===== config.mk =====
export PLATFORM = sky130hd
export DESIGN_NAME = sfifo_master
export DESIGN_NICKNAME = d
export VERILOG_FILES = /design/src/rtl/sfm_pkg.sv /design/src/rtl/sfm_burst_cnt.sv /design/src/rtl/sfm_rd_pipe.sv /design/src/rtl/sfifo_master.sv
export SDC_FILE = /design/constraint.sdc
export NUM_CORES = 1
export LEC_CHECK = 0
export BUFFER_PORTS_ARGS = -buffer_cell sky130_fd_sc_hd__clkbuf_2
export CAP_MARGIN = 5
export CORE_ASPECT_RATIO = 1.75
export CORE_MARGIN = 2
export CORE_UTILIZATION = 51
export CTS_BUF_LIST = sky130_fd_sc_hd__clkbuf_8
export CTS_CLUSTER_SIZE = 12
export DETAILED_ROUTE_END_ITERATION = 8
export GPL_TIMING_DRIVEN = 0
export PLACE_DENSITY = 0.83
export SYNTH_ARGS = -nofsm -noshare
export SYNTH_HDL_FRONTEND = slang
export SYNTH_SLANG_ARGS = --single-unit

===== constraint.sdc =====
create_clock -name clk_i -period 2.9 [get_ports clk_i]
set_clock_uncertainty 0.2 [all_clocks]
set_input_delay 0 -clock clk_i [delete_from_list [all_inputs] [get_ports clk_i]]
set_output_delay 0 -clock clk_i [all_outputs]
set_load 0.005 [all_outputs]

===== src/rtl/sfm_pkg.sv =====
package sfm_pkg;
  typedef enum logic [2:0] {
    ST_IDLE,
    ST_RD,
    ST_DRAIN,
    ST_WR,
    ST_TURN
  } sfm_state_e;
endpackage


===== src/rtl/sfm_burst_cnt.sv =====
module sfm_burst_cnt #(
  parameter int LW = 8
) (
  input  logic          clk_i,
  input  logic          rst_ni,
  input  logic          clr_i,
  input  logic          inc_i,
  input  logic [LW-1:0] len_i,
  output logic          last_o,
  output logic          next_last_o
);
  logic [LW-1:0] cnt_q;

  always_ff @(posedge clk_i or negedge rst_ni) begin
    if (!rst_ni)    cnt_q <= '0;
    else if (clr_i) cnt_q <= '0;
    else if (inc_i) cnt_q <= cnt_q + LW'(1);
  end

  assign last_o      = (cnt_q == len_i - LW'(1));
  assign next_last_o = (cnt_q + LW'(1) == len_i - LW'(1));

  AST_CNT_RANGE: assert property (@(posedge clk_i) disable iff (!rst_ni)
    inc_i |-> (cnt_q < len_i));
endmodule


===== src/rtl/sfm_rd_pipe.sv =====
module sfm_rd_pipe #(
  parameter int DW     = 16,
  parameter int RD_LAT = 2
) (
  input  logic          clk_i,
  input  logic          rst_ni,
  input  logic          acc_i,
  input  logic [DW-1:0] data_i,
  output logic          busy_o,
  output logic          valid_o,
  output logic [DW-1:0] data_o
);
  logic [RD_LAT-1:0] p_q;

  generate
    if (RD_LAT == 1) begin : g_one
      always_ff @(posedge clk_i or negedge rst_ni) begin
        if (!rst_ni) p_q <= '0;
        else         p_q <= acc_i;
      end
    end else begin : g_many
      always_ff @(posedge clk_i or negedge rst_ni) begin
        if (!rst_ni) p_q <= '0;
        else         p_q <= {p_q[RD_LAT-2:0], acc_i};
      end
    end
  endgenerate

  always_ff @(posedge clk_i or negedge rst_ni) begin
    if (!rst_ni) begin
      valid_o <= 1'b0;
      data_o  <= '0;
    end else begin
      valid_o <= p_q[RD_LAT-1];
      if (p_q[RD_LAT-1]) data_o <= data_i;
    end
  end

  assign busy_o = |p_q;
endmodule


===== src/rtl/sfifo_master.sv =====
module sfifo_master
  import sfm_pkg::*;
#(
  parameter int DW     = 16,
  parameter int AW     = 2,
  parameter int LW     = 8,
  parameter int RD_LAT = 2
) (
  input  logic          clk_i,
  input  logic          rst_ni,
  input  logic          rd_go_i,
  input  logic [AW-1:0] rd_addr_i,
  input  logic [LW-1:0] rd_len_i,
  output logic          rd_valid_o,
  output logic [DW-1:0] rd_data_o,
  input  logic          wr_go_i,
  input  logic [AW-1:0] wr_addr_i,
  input  logic [LW-1:0] wr_len_i,
  input  logic          wr_pkt_i,
  input  logic [DW-1:0] wr_data_i,
  output logic          wr_take_o,
  output logic          busy_o,
  output logic          wm_o,
  output logic [AW-1:0] bus_addr_o,
  output logic          bus_cs_no,
  output logic          bus_oe_no,
  output logic          bus_rd_no,
  output logic          bus_wr_no,
  output logic          bus_pkt_no,
  input  logic          bus_empty_ni,
  input  logic          bus_full_ni,
  input  logic          bus_partial_ni,
  input  logic [DW-1:0] bus_data_i,
  output logic [DW-1:0] bus_data_o,
  output logic          bus_data_oe_o
);
  sfm_state_e    st_q, st_d;
  logic [AW-1:0] addr_q, addr_d;
  logic [LW-1:0] len_q, len_d;
  logic          pkt_q, pkt_d;
  logic          cs_q, oe_q, rd_q, wr_q, pe_q, doe_q, wm_q;
  logic          cs_d, oe_d, rd_d, wr_d, pe_d, doe_d;
  logic          clr, rd_acc, wr_acc, cnt_last, cnt_next_last, pipe_busy;

  assign rd_acc = (st_q == ST_RD) && !rd_q && bus_empty_ni;
  assign wr_acc = (st_q == ST_WR) && bus_full_ni;

  sfm_burst_cnt #(.LW(LW)) u_cnt (
    .clk_i       (clk_i),
    .rst_ni      (rst_ni),
    .clr_i       (clr),
    .inc_i       (rd_acc || wr_acc),
    .len_i       (len_q),
    .last_o      (cnt_last),
    .next_last_o (cnt_next_last)
  );

  sfm_rd_pipe #(.DW(DW), .RD_LAT(RD_LAT)) u_pipe (
    .clk_i   (clk_i),
    .rst_ni  (rst_ni),
    .acc_i   (rd_acc),
    .data_i  (bus_data_i),
    .busy_o  (pipe_busy),
    .valid_o (rd_valid_o),
    .data_o  (rd_data_o)
  );

  always_comb begin
    st_d = st_q;  addr_d = addr_q; len_d = len_q; pkt_d = pkt_q;
    cs_d = cs_q;  oe_d = oe_q;     rd_d = rd_q;   wr_d = wr_q;
    pe_d = pe_q;  doe_d = doe_q;   clr = 1'b0;
    unique case (st_q)
      ST_IDLE: begin
        // read wins a tie
        if (rd_go_i && rd_len_i != '0) begin
          st_d = ST_RD; addr_d = rd_addr_i; len_d = rd_len_i; clr = 1'b1;
          cs_d = 1'b0;  oe_d = 1'b0;        rd_d = 1'b0;
        end else if (wr_go_i && wr_len_i != '0) begin
          st_d = ST_WR; addr_d = wr_addr_i; len_d = wr_len_i; pkt_d = wr_pkt_i;
          clr = 1'b1;   cs_d = 1'b0;        wr_d = 1'b0;     doe_d = 1'b1;
          pe_d = !(wr_pkt_i && wr_len_i == LW'(1));
        end
      end
      ST_RD: begin
        if (!bus_empty_ni || (rd_acc && cnt_last)) begin
          st_d = ST_DRAIN; rd_d = 1'b1;
        end
      end
      ST_DRAIN: begin
        // hold OE until every accepted word is captured
        if (!pipe_busy) begin
          st_d = ST_TURN; cs_d = 1'b1; oe_d = 1'b1;
        end
      end
      ST_WR: begin
        if (!bus_full_ni || cnt_last) begin
          st_d = ST_TURN; cs_d = 1'b1; wr_d = 1'b1; pe_d = 1'b1; doe_d = 1'b0;
        end else begin
          pe_d = !(pkt_q && cnt_next_last);
        end
      end
      ST_TURN: st_d = ST_IDLE;
      default: st_d = ST_IDLE;
    endcase
  end

  always_ff @(posedge clk_i or negedge rst_ni) begin
    if (!rst_ni) begin
      st_q  <= ST_IDLE; addr_q <= '0;   len_q <= '0;   pkt_q <= 1'b0;
      cs_q  <= 1'b1;    oe_q   <= 1'b1; rd_q  <= 1'b1; wr_q  <= 1'b1;
      pe_q  <= 1'b1;    doe_q  <= 1'b0; wm_q  <= 1'b0;
    end else begin
      st_q  <= st_d;    addr_q <= addr_d; len_q <= len_d; pkt_q <= pkt_d;
      cs_q  <= cs_d;    oe_q   <= oe_d;   rd_q  <= rd_d;  wr_q  <= wr_d;
      pe_q  <= pe_d;    doe_q  <= doe_d;  wm_q  <= bus_partial_ni;
    end
  end

  assign bus_addr_o    = addr_q;
  assign bus_cs_no     = cs_q;
  assign bus_oe_no     = oe_q;
  assign bus_rd_no     = rd_q;
  assign bus_wr_no     = wr_q;
  assign bus_pkt_no    = pe_q;
  assign bus_data_oe_o = doe_q;
  assign bus_data_o    = wr_data_i;
  assign wr_take_o     = wr_acc;
  assign busy_o        = (st_q != ST_IDLE);
  assign wm_o          = wm_q;

  AST_BUS_DIR: assert property (@(posedge clk_i) disable iff (!rst_ni)
    bus_data_oe_o |-> bus_oe_no);
  AST_ADDR_HOLD: assert property (@(posedge clk_i) disable iff (!rst_ni)
    (!bus_cs_no && $past(!bus_cs_no)) |-> $stable(bus_addr_o));
  AST_RD_STOP: assert property (@(posedge clk_i) disable iff (!rst_ni)
    (!bus_rd_no && !bus_empty_ni) |=> bus_rd_no);
  AST_WR_STOP: assert property (@(posedge clk_i) disable iff (!rst_ni)
    (!bus_wr_no && !bus_full_ni) |=> bus_wr_no);
  AST_PKT_QUAL: assert property (@(posedge clk_i) disable iff (!rst_ni)
    !bus_pkt_no |-> !bus_wr_no);
  AST_TURN_GAP: assert property (@(posedge clk_i) disable iff (!rst_ni)
    $rose(bus_cs_no) |=> bus_cs_no);
  AST_RD_ENTRY: assert property (@(posedge clk_i) disable iff (!rst_ni)
    $fell(bus_rd_no) |-> (!bus_oe_no && !bus_cs_no));
endmodule


[Word level (Yosys, flattened, before mapping)]
Cells that the tools add are included.
Word-level totals
  flip-flop bits (word level): 48
  logic and storage cells: 100
Cells by class
  $add $sub $neg: 2
  equal/unequal tests: 13
  multiplexer cells: 34
  bitwise operators: 1
  reductions and logical operators: 35
Operator list (number)
  two-way mux 8 bit: 4
  equality test 8 bit: 2
  two-way mux 1 bit: 16
  nonzero test 8 bit: 2
  two-way mux 3 bit: 5
  one-hot mux 3 bit (4 select lines): 1
  AND reduction 3 bit: 4
  AND reduction 4 bit: 3
  one-hot mux 1 bit (2 select lines): 5
  nonzero test 2 bit: 5
  adder 8 x 1 -> 8 bit (second input constant): 1
  equality test 8 x 1 -> 1 bit (second input constant): 1
  logical AND 1 bit: 8
  != test 2 bit (second input constant): 4
  subtractor 8 x 1 -> 8 bit (second input constant): 1
  equality test 3 x 2 -> 1 bit (second input constant): 2
  nonzero test 3 bit: 2
  logical NOT 1 bit: 5
  two-way mux 2 bit: 2
  != test 2 x 1 -> 1 bit (second input constant): 2
  equality test 3 x 1 -> 1 bit (second input constant): 1
  logical NOT 3 bit: 1
  logical OR 1 bit: 3
  != test 3 bit (second input constant): 1
  4 further kinds: 4

[Longest topological paths before layout]
  word-level depth: 7
  gate-level depth with buffers: 9

[By module]
A second synthesis with hierarchy kept.
Second synthesis, totals
  cell total of the unflattened synthesis: 251
  area, all modules: 2706.3 um^2
Modules (own cells, without submodules)
  sfifo_master: times used 1, cells each 117, area each 1198.6 um^2
  sfm_burst_cnt: times used 1, cells each 96, area each 780.7 um^2
  sfm_rd_pipe: times used 1, cells each 38, area each 726.9 um^2

[Least setup slack after synthesis]
Ideal clock, no wire load.
  path kind: reg2reg
  start: register len_q[0]
  end: register st_q[1]
  setup time: 124 ps
  arrival time: 1959 ps
  path slack: 617 ps
  cell stages (with the launch flop): 10
  buffers on the path: 1
  period minus slack after synthesis: 2283 ps
  cells stage by stage: dfrtp_1 inv_1 ha_1 buf_2 xor2_1 o221ai_1 mux2i_1 a211oi_4 a21o_1 a211o_1
Between the ends
  longest elaborated chain between the ends: 6
  elaborated cells on any way between the ends: 8
  classes of those cells: 1 x add/sub; 3 x eq/ne; 4 x reduce/logical
RTL lines
  start, declared: line sfifo_master.sv:39  | logic [LW-1:0] len_q, len_d;
  start signal, assigned: line sfifo_master.sv:113  | st_q <= st_d; addr_q <= addr_d; len_q <= len_d; pkt_q <= pkt_d;
  subtractor 8 x 1 -> 8 bit *: line sfm_burst_cnt.sv:20  | assign last_o = (cnt_q == len_i - LW'(1));
  equality test 8 bit *: line sfm_burst_cnt.sv:20
  logical AND 1 bit: line sfifo_master.sv:85  | if (!bus_empty_ni || (rd_acc && cnt_last)) begin
  logical OR 1 bit: line sfifo_master.sv:85
  != test 2 x 1 -> 1 bit (no line)
  AND reduction 4 bit (no line) *
  end signal, assigned: line sfifo_master.sv:113
  end, declared: line sfifo_master.sv:37  | sfm_state_e st_q, st_d;
Mark *: on every way between the ends. The rest lies on a longest branch, timed or not.
A chain may end at the register's enable or synchronous reset.

[Worst setup path after layout]
  start: input wr_len_i[7]
  end: register len_q[7]
Between the ends
  longest elaborated chain between the ends: 4
  elaborated cells on any way between the ends: 6
  classes of those cells: 2 x mux; 4 x reduce/logical
RTL lines
  start, declared: line sfifo_master.sv:18  | input logic [LW-1:0] wr_len_i,
  nonzero test 8 bit: line sfifo_master.sv:78  | end else if (wr_go_i && wr_len_i != '0) begin
  logical AND 1 bit: line sfifo_master.sv:78
  nonzero test 2 bit (no line)
  AND reduction 2 bit (no line)
Several ways; a longest one is shown, not always the timed one. The select of a mux whose other input is x is not followed.

==> qor_table.md <==
| Item | Reported | Unit |
| --- | --- | --- |
| Result of the run | completed | - |
| Final Slew Violations | 0 | - |
| Layout Nets | 501 | - |
| Final Hold Fails | 0 | - |
| Post-synth top flop | sky130_fd_sc_hd__dfrtp_1 | - |
| Post-route total power | 3442 | uW |
| Clock latency of the later-clocked register in the worst-skew pair | 0.31 | ns |
| Global placement routability congestion | 0.8504 | - |
| TritonCTS Buffers | 5 | - |
| Startpoint kind of the worst setup timing path | input pin | - |
| Max rail drop VDD | 0.0006783 | V |
| Relative max-transition margin | 51.68 | % |
| Share of post-route cells with drive strength above 1 | 34.32 | % |
| Final routed DRC violation total | 0 | - |
| Antenna Violating Nets Remaining | 0 | - |
| Post-synthesis instance total | 280 | - |
| NetSw | 1296 | uW |
| Core region area | 5211 | um2 |
| Critical path origin | wr_len_i[7] | - |
| Part of the power in registers | 34.8 | % |
| Number of buffers on the longest clock path | 2 | - |
| Cell types with the highest counts after synthesis | sky130_fd_sc_hd__dfrtp_1, sky130_fd_sc_hd__nand2_1, sky130_fd_sc_hd__nor2_1 | - |
| Seq/Total Area, Yosys | 44.12 | % |
| Cell type contributing the most total cell area after synthesis | sky130_fd_sc_hd__dfrtp_1 | - |
| Launch instance of the worst min-delay path | wr_len_i[0] | - |
| Cell at the root of the clock tree | sky130_fd_sc_hd__clkbuf_8 | - |
| Vias after detailed routing | 2704 | - |
| Total internal power | 2146 | uW |
| DIE AREA | 5990 | um2 |
| Pwr per Cell Area | 850.7 | nW/um2 |
| Worst-case hold slack | 0.09234 | ns |
| Growth of design area from synthesis to finish | 47.87 | % |
| Number of sinks on the clock net | 48 | - |
| Total number of yosys warnings | 0 | - |
| Type of the worst min-delay path | in -> reg | - |
| WP data required | 2.90 | ns |
| Via count of the first global-routing pass | 2807 | - |
| Share of the synthesized area in the top cell type | 39.32 | % |
| Initial cell density of the core | 52.51 | % |
| Top post-synthesis cells by area | sky130_fd_sc_hd__dfrtp_1, sky130_fd_sc_hd__mux2_2, sky130_fd_sc_hd__dfstp_2, sky130_fd_sc_hd__buf_4, sky130_fd_sc_hd__nand2_1 | - |
| Clk network pwr share | 17.1 | % |
| Worst-case reg-to-reg path depth | 7 | - |
| Total routing resource utilization after global routing | 28.93 | % |
| Clock tree from TritonCTS | yes | - |
| Portion of total power attributed to combinational logic | 48.1 | % |
| Antenna violations before repair | 0 | - |
| Net Count, Synth | 342 | - |
| Number of flip-flops and latches in the synthesized netlist | 48 | - |
| IO Port Bufs | 86 | - |
| Count of inserted antenna diode cells | 0 | - |
| WL per Instance | 16.57 | um |
| Buffers inserted during post-CTS setup optimization | 0 | - |
| Hold depth | 5 | - |
| Filler-free cell count of the finished design | 495 | - |
| Remaining global-route overflow | 0 | - |
| Initial drt markers | 100 | - |
| Largest net degree at the start of global routing | 49 | - |
| Minimum clock period after layout | 2.800 | ns |
| Share of total power consumed by net switching | 37.65 | % |
| Count of max-cap constraint violations | 0 | - |
| Fmax | 357.2 | MHz |
| I/O pins | 104 | - |
| Share of flip-flops with an asynchronous set or reset | 100.0 | % |
| First-pass GRT wire length | 13010 | um |
| Worst setup path class | in -> reg | - |
| Unique masters post-synth | 50 | - |
| Setup TNS | 0 | ns |
| Crit path max fanout | 10 | - |
| DRT Wirelength | 8200 | um |
| CTS H-tree lvls | 2 | - |
| Category of the worst setup path capture point | flip-flop | - |
| RSZ-0062 raised after global routing | false | - |
| Cell count after placement | 421 | - |
| CTS clk-pin slew, worst paths | 0.10 | ns |
| Leakage power of the design | 0.001920 | uW |
| Estimated wirelength of the detail-placed design | 4699 | um |
| Router iterations before antenna repair | 4 | - |
| Number of synthesized flops with an enable pin | 0 | - |
| Synthesized area per cell | 9.773 | um2 |
| Final number of setup-violating endpoints | 0 | - |
| Row count | 35 | - |
| Slew at the pin closest to its max-slew limit | 0.7199 | ns |
| Die width | 59.37 | um |
| Startpoint of the worst register-to-register path | st_q[1] | - |
| Routed via count divided by cell count | 5.463 | - |
| Mapped Area | 2736 | um2 |
| Core occupancy in the finished layout | 77.65 | % |
| Most common cell in the netlist | sky130_fd_sc_hd__dfrtp_1 | - |
| Die Span Y | 100.9 | um |
| Worst path arrival time | 2.80 | ns |
| Fin crit share | 96.55 | % |
## layer usage
layer	vias to the layer above	global-route usage, %	routed length (um)
met3	34	4.108	429
li1	1275	-	-
met2	134	54.78	4695
met4	0	14.69	350
met1	1261	28.89	2725
met5	-	0	0
## area by class of cell
type / count / area, um2
fillers: 311 / 1165
well taps: 55 / 68.82
flip-flops and latches: 48 / 1207
repair buffers: 152 / 1101
multi-input cells: 195 / 1311
clock buffers: 5 / 68.82
clock inverters: 3 / 68.82
inverters: 10 / 37.54
plain buffers: 27 / 182.7
## cells in the final DEF (no fill, tap or decap), types with 2 or more instances in the layout
cell type,count
sky130_fd_sc_hd__buf_6,2
sky130_fd_sc_hd__mux2i_1,5
sky130_fd_sc_hd__and2_1,2
sky130_fd_sc_hd__nand2_1,32
sky130_fd_sc_hd__nand3_1,3
sky130_fd_sc_hd__bufinv_16,2
sky130_fd_sc_hd__or3_1,3
sky130_fd_sc_hd__a31oi_1,9
sky130_fd_sc_hd__nor3_1,7
sky130_fd_sc_hd__buf_4,16
sky130_fd_sc_hd__ha_1,2
sky130_fd_sc_hd__nor2_1,28
sky130_fd_sc_hd__buf_2,3
sky130_fd_sc_hd__clkbuf_8,5
sky130_fd_sc_hd__o31ai_1,2
sky130_fd_sc_hd__dlygate4sd3_1,65
sky130_fd_sc_hd__mux2_2,16
sky130_fd_sc_hd__nand3b_1,5
sky130_fd_sc_hd__a21oi_1,8
sky130_fd_sc_hd__clkbuf_2,88
sky130_fd_sc_hd__dfrtp_1,43
sky130_fd_sc_hd__xnor2_1,8
sky130_fd_sc_hd__o21ai_1,11
sky130_fd_sc_hd__xor2_1,12
sky130_fd_sc_hd__a21o_1,4
sky130_fd_sc_hd__nand2b_1,5
sky130_fd_sc_hd__clkbuf_1,4
sky130_fd_sc_hd__o21ai_0,4
sky130_fd_sc_hd__dfstp_2,5
sky130_fd_sc_hd__nor2_2,2
sky130_fd_sc_hd__inv_1,10
sky130_fd_sc_hd__nand4_1,2
sky130_fd_sc_hd__or4_1,4
## power by group through the flow
stage | registers [uW] | logic [uW] | clock network, uW
global route | 1230 | 1830 | 614
CTS | 1180 | 1580 | 592
floorplan | 1170 | 950 | 0
detailed placement | 1190 | 1390 | 0
finish | 1200 | 1650 | 590
global placement | 1170 | 1350 | 0
## repair_timing
action / CTS / global route
gates resized for setup: 0 / 4
setup endpoints to repair: 0 / 6
endpoints found under the hold margin: 92 / 9
hold buffers: 64 / 1
## worst max-delay path, cell delays in order
cell	delay, ns
sky130_fd_sc_hd__dlygate4sd3_1	0.54
sky130_fd_sc_hd__clkbuf_2	0.12
sky130_fd_sc_hd__or4_1	0.59
sky130_fd_sc_hd__o31ai_4	0.31
sky130_fd_sc_hd__a21oi_2	0.18
sky130_fd_sc_hd__clkbuf_2	0.24
sky130_fd_sc_hd__nor2_1	0.17
sky130_fd_sc_hd__a31oi_1	0.07
sky130_fd_sc_hd__dlygate4sd3_1	0.59
## metrics by stage
stage / area, um2 / setup WS (ns)
floorplan: 2736 / 0.6174
global placement: 3236 / 0.4033
detailed placement: 3236 / 0.3897
CTS: 4014 / 0.09264
global route: 4046 / 0.01647
finish: 4046 / 0.1001
## sequential cells by signal, summed over array words and instances, names as in the netlist, 2 cells and up
name	cells
u_pipe.data_o	16
st_q	3
len_q	8
u_cnt.cnt_q	8
bus_addr_o	2
u_pipe.p_q	2
## cell families after synthesis
family / Yosys count / share of synthesized area, %
adder cells (fa/ha/maj): 2 / 0.9143
multiplexers: 22 / 8.825
AND/OR/NAND/NOR: 101 / 19.02
AO/OA/AOI/OAI: 50 / 12.76
flip-flops: 48 / 44.12
buffers and inverters: 37 / 7.956
XOR/XNOR: 20 / 6.402
## worst paths after layout
kind | to | slack, ns
max in group asynchronous | bus_cs_no | 1.48
min in group asynchronous | len_q[6] | 0.46
max reg2reg | len_q[0] | 0.30
max | len_q[7] | 0.10
min reg2reg | u_pipe.p_q[1] | 0.18
min | bus_pkt_no | 0.09
Note: power is estimated with default switching activity, not from simulation.
